===== src/rtl/tlbp_pkg.sv =====
package tlbp_pkg;
    localparam int ENTRIES = 32;
    localparam int FLD_W   = 6;
    localparam int DATA_W  = 32;
    localparam logic [FLD_W-1:0] TOP_SLOT = FLD_W'(ENTRIES - 1);

    typedef enum logic [1:0] {
        SEL_INDEX  = 2'd0,
        SEL_RANDOM = 2'd1,
        SEL_WIRED  = 2'd2,
        SEL_NONE   = 2'd3
    } reg_sel_e;

    typedef struct packed {
        logic             fail;
        logic [FLD_W-1:0] slot;
    } idx_reg_t;

    function automatic logic [FLD_W-1:0] lower_bound(input logic [FLD_W-1:0] wired);
        return (wired > TOP_SLOT) ? TOP_SLOT : wired;
    endfunction
endpackage


===== src/rtl/tlbp_index_reg.sv =====
module tlbp_index_reg
    import tlbp_pkg::*;
#(
    parameter int W = FLD_W
) (
    input  logic         clk,
    input  logic         rst,
    input  logic         sw_wr,
    input  logic         sw_fail,
    input  logic [W-1:0] sw_slot,
    input  logic         probe_vld,
    input  logic         probe_hit,
    input  logic [W-1:0] probe_idx,
    output logic         fail_q,
    output logic [W-1:0] slot_q
);
    always_ff @(posedge clk) begin
        if (rst) begin
            fail_q <= 1'b0;
            slot_q <= '0;
        end else if (probe_vld) begin
            if (probe_hit) begin
                fail_q <= 1'b0;
                slot_q <= probe_idx;
            end else begin
                fail_q <= 1'b1;
            end
        end else if (sw_wr) begin
            fail_q <= sw_fail;
            slot_q <= sw_slot;
        end
    end
endmodule


===== src/rtl/tlbp_wired_reg.sv =====
module tlbp_wired_reg
    import tlbp_pkg::*;
#(
    parameter int W = FLD_W
) (
    input  logic         clk,
    input  logic         rst,
    input  logic         wr,
    input  logic [W-1:0] wdata,
    output logic [W-1:0] wired_q,
    output logic [W-1:0] bound
);
    always_ff @(posedge clk) begin
        if (rst)     wired_q <= '0;
        else if (wr) wired_q <= wdata;
    end

    assign bound = lower_bound(wired_q);
endmodule


===== src/rtl/tlbp_random_ctr.sv =====
module tlbp_random_ctr
    import tlbp_pkg::*;
#(
    parameter int W = FLD_W
) (
    input  logic         clk,
    input  logic         rst,
    input  logic         wired_wr,
    input  logic         retire,
    input  logic [W-1:0] bound,
    output logic [W-1:0] rnd_q
);
    logic at_floor;
    assign at_floor = (rnd_q <= bound);

    always_ff @(posedge clk) begin
        if (rst)           rnd_q <= TOP_SLOT;
        else if (wired_wr) rnd_q <= TOP_SLOT;
        else if (retire)   rnd_q <= at_floor ? TOP_SLOT : rnd_q - 1'b1;
    end
endmodule


===== src/rtl/tlbp_unit.sv =====
module tlbp_unit
    import tlbp_pkg::*;
(
    input  logic              clk,
    input  logic              rst,
    input  logic [1:0]        reg_sel,
    input  logic [DATA_W-1:0] reg_wdata,
    input  logic              reg_we,
    input  logic              retire,
    input  logic              probe_vld,
    input  logic              probe_hit,
    input  logic [FLD_W-1:0]  probe_idx,
    output logic [DATA_W-1:0] reg_rdata,
    output logic [FLD_W-1:0]  idx_entry,
    output logic [FLD_W-1:0]  rnd_entry
);
    reg_sel_e         sel;
    idx_reg_t         idx_q;
    logic [FLD_W-1:0] wired_val;
    logic [FLD_W-1:0] bound;
    logic             wr_index, wr_wired;
    logic             unused_wbits;

    assign sel          = reg_sel_e'(reg_sel);
    assign wr_index     = reg_we && (sel == SEL_INDEX);
    assign wr_wired     = reg_we && (sel == SEL_WIRED);
    assign unused_wbits = ^reg_wdata[DATA_W-2:FLD_W];

    tlbp_index_reg #(.W(FLD_W)) u_index (
        .clk       (clk),
        .rst       (rst),
        .sw_wr     (wr_index),
        .sw_fail   (reg_wdata[DATA_W-1]),
        .sw_slot   (reg_wdata[FLD_W-1:0]),
        .probe_vld (probe_vld),
        .probe_hit (probe_hit),
        .probe_idx (probe_idx),
        .fail_q    (idx_q.fail),
        .slot_q    (idx_q.slot)
    );

    tlbp_wired_reg #(.W(FLD_W)) u_wired (
        .clk     (clk),
        .rst     (rst),
        .wr      (wr_wired),
        .wdata   (reg_wdata[FLD_W-1:0]),
        .wired_q (wired_val),
        .bound   (bound)
    );

    tlbp_random_ctr #(.W(FLD_W)) u_random (
        .clk      (clk),
        .rst      (rst),
        .wired_wr (wr_wired),
        .retire   (retire),
        .bound    (bound),
        .rnd_q    (rnd_entry)
    );

    assign idx_entry = idx_q.slot;

    always_comb begin
        reg_rdata = '0;
        unique case (sel)
            SEL_INDEX: begin
                reg_rdata[DATA_W-1]  = idx_q.fail;
                reg_rdata[FLD_W-1:0] = idx_q.slot;
            end
            SEL_RANDOM: reg_rdata[FLD_W-1:0] = rnd_entry;
            SEL_WIRED:  reg_rdata[FLD_W-1:0] = wired_val;
            SEL_NONE:   reg_rdata = '0;
        endcase
    end
endmodule


===== config.mk =====
export PLATFORM = sky130hd
export DESIGN_NAME = tlbp_unit
export DESIGN_NICKNAME = d
export VERILOG_FILES = /design/src/rtl/tlbp_pkg.sv /design/src/rtl/tlbp_index_reg.sv /design/src/rtl/tlbp_wired_reg.sv /design/src/rtl/tlbp_random_ctr.sv /design/src/rtl/tlbp_unit.sv
export SDC_FILE = /design/constraint.sdc
export NUM_CORES = 1
export LEC_CHECK = 0
export ABC_AREA = 1
export BUFFER_PORTS_ARGS = -buffer_cell sky130_fd_sc_hd__buf_4
export CELL_PAD_IN_SITES_DETAIL_PLACEMENT = 0
export CELL_PAD_IN_SITES_GLOBAL_PLACEMENT = 1
export CORE_ASPECT_RATIO = 1.5
export CORE_MARGIN = 2
export CORE_UTILIZATION = 27
export DETAILED_ROUTE_END_ITERATION = 8
export HOLD_SLACK_MARGIN = 0.05
export PLACE_DENSITY_LB_ADDON = 0.1
export SYNTH_ARGS = -nofsm -noshare
export SYNTH_HDL_FRONTEND = slang
export SYNTH_SLANG_ARGS = --single-unit

===== constraint.sdc =====
create_clock -name clk -period 1.9 [get_ports clk]
set_clock_uncertainty 0.1 [all_clocks]
set_input_delay 0.095 -clock clk [delete_from_list [all_inputs] [get_ports clk]]
set_output_delay 0.095 -clock clk [all_outputs]
set_load 0.01 [all_outputs]

==> flow_summary.yaml <==
floorplan:
  core_mm2: 0.00477
  dieArea_mm2: 0.00550
  io_pins: 90
  placementRows: 31
  fp.dieH_um: 89.8
  dieWidth_um: 61.2
  initial_core_util_pct: 27.8
global_route:
  grt_pass1_wl_um: 5500
  grt_max_degree: 11
  grt_pass1_vias: 1185
  gr-usage-all-layers_pct: 13.1
  antenna_found_initial: 0
  grt-ovfl-total: 0
logic_synthesis:
  netlist_top_cells_count: "58 x nand2_1, 26 x buf_4, 23 x nor2_1"
  synth_ff_type: "dfxtp_1"
  synth_top_cell_by_area: "dfxtp_1"
  ys_ff_latch: 19
  syn_inst: 199
  synth_top_area_share_pct: 28.7
  ys_types: 23
  yosysMostFrequentCell: "nand2_1"
  synth_edf_count: 0
  synth_area_leaders: "dfxtp_1 29%, nand2_1 16%, buf_4 15%"
  ys_warn_count: 0
  yosysSeqAreaShare_pct: 28.7
  synth.avg_cell_area_um2: 6.66
  netlist_area_mm2: 0.00133
  synthArstFlopShare_pct: 0
sta:
  final_hold_viol_count: 0
  fin_tns_setup_ns: 0
  setup_viol: 0
  finalMaxSlewViolations: 0
  fin_crit_ns: 1.63
  rsz0062_at_grt: "false"
  fmax_mhz: 614
  finalCritPeriodShare_pct: 85.7
cts:
  numCtsBuffers: 3
  cts_tree: "built"
  clk_pin_slew_ns: 0.08
  root_buffer: "clkbuf_8"
  cts_buffer_depth: 2
  post_cts_buffers: 0
  cts_sinks: 19
  clk_latency_ns: 0.26
  htreeDepth: 1
critical_path:
  max_stage_delay_ns: 0.38
  start_kind: "flop"
  path_cells: "nor2_1 -> ha_1 -> nand2_1 -> nor2_1 -> nand2_1 -> nand3_1 -> nand2_1 -> nand2_1 -> nand3_1"
  criticalPathCategory: "flop to flop"
  cp-startpoint: "u_wired.wired_q[5]$_SDFFE_PP0P_"
  r2r_end: "u_random.rnd_q[4]$_SDFFE_PP1P_"
  r2r_cells: 9
  worstSetupEndpointType: "flop"
  required_ns: 1.93
  cp_num_buf_inv: 0
  worstReg2RegStart: "u_wired.wired_q[5]$_SDFFE_PP0P_"
  worst_path_most_repeated_cell: "nand2_1"
  cp_max_fo: 6
  critical_path.slowest_cell: "dfxtp_2"
  r2r_setup_slack_ns: 0.27
  path_delay_family: "simple AND/OR/NAND/NOR gates"
  crit_arrival_ns: 1.66
cells_and_area:
  final_cell_area_mm2: 0.00177
  drive_gt1_share_pct: 21.7
  syn_to_final_growth_pct: 33.7
  finalNetCount: 308
  diodes: 0
drt:
  wl_met2_um: 1890
  vias: 1284
  drtPass1Iterations: 4
  wire_per_inst_um: 10.6
  vias_per_cell: 4.01
  drt-met1-wl_um: 1270
  routed_wl_um: 3390
  wl_met3_um: 189
  ant_nets: 0
  dr.max_layer_used: "met4"
  drc_errors: 0
  first_iter_violations: 28
pwr:
  share_comb_of_total_power_pct: 25.9
  vdd_drop_max_uv: 258
  intPower_mw: 0.682
  leakagePower_nw: 0.913
  power.total_mw: 0.977
  pwr_density_cell_mw_per_mm2: 552
  clockPowerShare_pct: 29.6
  power.switching_mw: 0.296
  p_sw_share_pct: 30.3
  seqPwrFrac_pct: 44.5
status:
  status: "completed"
placed_design:
  post-dp-hpwl_um: 2860
  placed_area_mm2: 0.00163
  routabilityCongestion: 0.749
  numPortBuffers: 39
worst_hold_path:
  worstHoldEndpoint: "u_wired.wired_q[2]$_SDFFE_PP0P_"
  min_from: "reg_we"
  hold_depth: 3
  hold_path_class: "primary input to flop"
run:
  maxCapViolCount: 0
## what timing repair did
action / 4_1_cts / 5_1_grt
hold buffers: 10 / 0
endpoints found under the hold margin: 8 / 0
resized for setup: 0 / 1
setup endpoints to repair: 0 / 2
## metal layers
layer	global-route usage [%]	up-vias
met3	1.73	2
met1	14.2	551
li1	-	687
met2	24.0	44
met5	0	-
met4	4.89	0
## layout make-up
class,instances,area [µm²]
fillers,577,3000
clock buffers,4,45.0
multi-input cells,161,773
inverters,17,66.3
flip-flops and latches,19,382
well taps,66,82.6
repair buffers,53,423
## power groups by stage
stage	clock, mW	sequential [mW]	combinational, mW
after floorplan	0	0.447	0.167
after global placement	0	0.444	0.242
after detailed placement	0	0.445	0.243
after CTS	0.305	0.435	0.258
after global routing	0.314	0.438	0.289
final	0.289	0.435	0.253
## through the flow
stage          std cells  setup slack [ns]  util [%]  hold slack [ns]
2_1_floorplan        223             0.455         -           0.0641
3_3_place_gp         306             0.171      34.1            0.203
3_5_place_dp         306             0.167      34.1            0.205
4_1_cts              320             0.146      37.1           0.0501
5_1_grt              320            0.0593      37.1           0.0629
6_report             320             0.271      37.1           0.0546
## worst register-to-register path, cell delays in order (launching register included)
cell	delay (ns)
dfxtp_2	0.38
nor2_1	0.06
ha_1	0.27
nand2_1	0.06
nor2_1	0.16
nand2_1	0.07
nand3_1	0.07
nand2_1	0.05
nand2_1	0.17
nand3_1	0.10
## worst max-delay path by stage
| stage | endpoint | depth (start not counted) |
|---|---|---|
| detailed placement | u_random.rnd_q[4]$_SDFFE_PP1P_ | 9 |
| CTS | u_random.rnd_q[4]$_SDFFE_PP1P_ | 9 |
| floorplan | u_random.rnd_q[2]$_SDFFE_PP1P_ | 9 |
| global route | u_random.rnd_q[4]$_SDFFE_PP1P_ | 9 |
| global placement | u_random.rnd_q[4]$_SDFFE_PP1P_ | 9 |
| finish | u_random.rnd_q[4]$_SDFFE_PP1P_ | 9 |
## cells in the final DEF (no fill, tap or decap), types with 2 or more instances in the layout
cell type      netlist  routed
a21oi_1              7       7
buf_4               26      43
clkbuf_8             0       3
conb_1               2      26
dfxtp_1             19      18
dlygate4sd3_1        0      10
ha_1                 7       7
inv_1               15      15
nand2_1             58      58
nand2_2              2       2
nand3_1             15      15
nand3b_1             2       2
nor2_1              23      23
o21ai_0             10      10
xor2_1               3       3
## state kept, by name, indices dropped and copies added (netlist names)
| name | cells |
|---|---|
| u_index.fail_q | 1 |
| u_index.slot_q | 6 |
| u_random.rnd_q | 6 |
| u_wired.wired_q | 6 |
## logic make-up (layout without fill, tap and decap cells)
logic type | count (synthesis) | after routing | synth area share [%]
other cells | 2 | 26 | 0.567
xor+xnor | 4 | 4 | 2.64
simple gates | 105 | 105 | 33.4
buf+inv | 43 | 74 | 19.7
fa+ha+maj | 7 | 7 | 6.61
compound gates | 19 | 19 | 8.31
flops | 19 | 19 | 28.7
(Power assumes the default switching activity.)
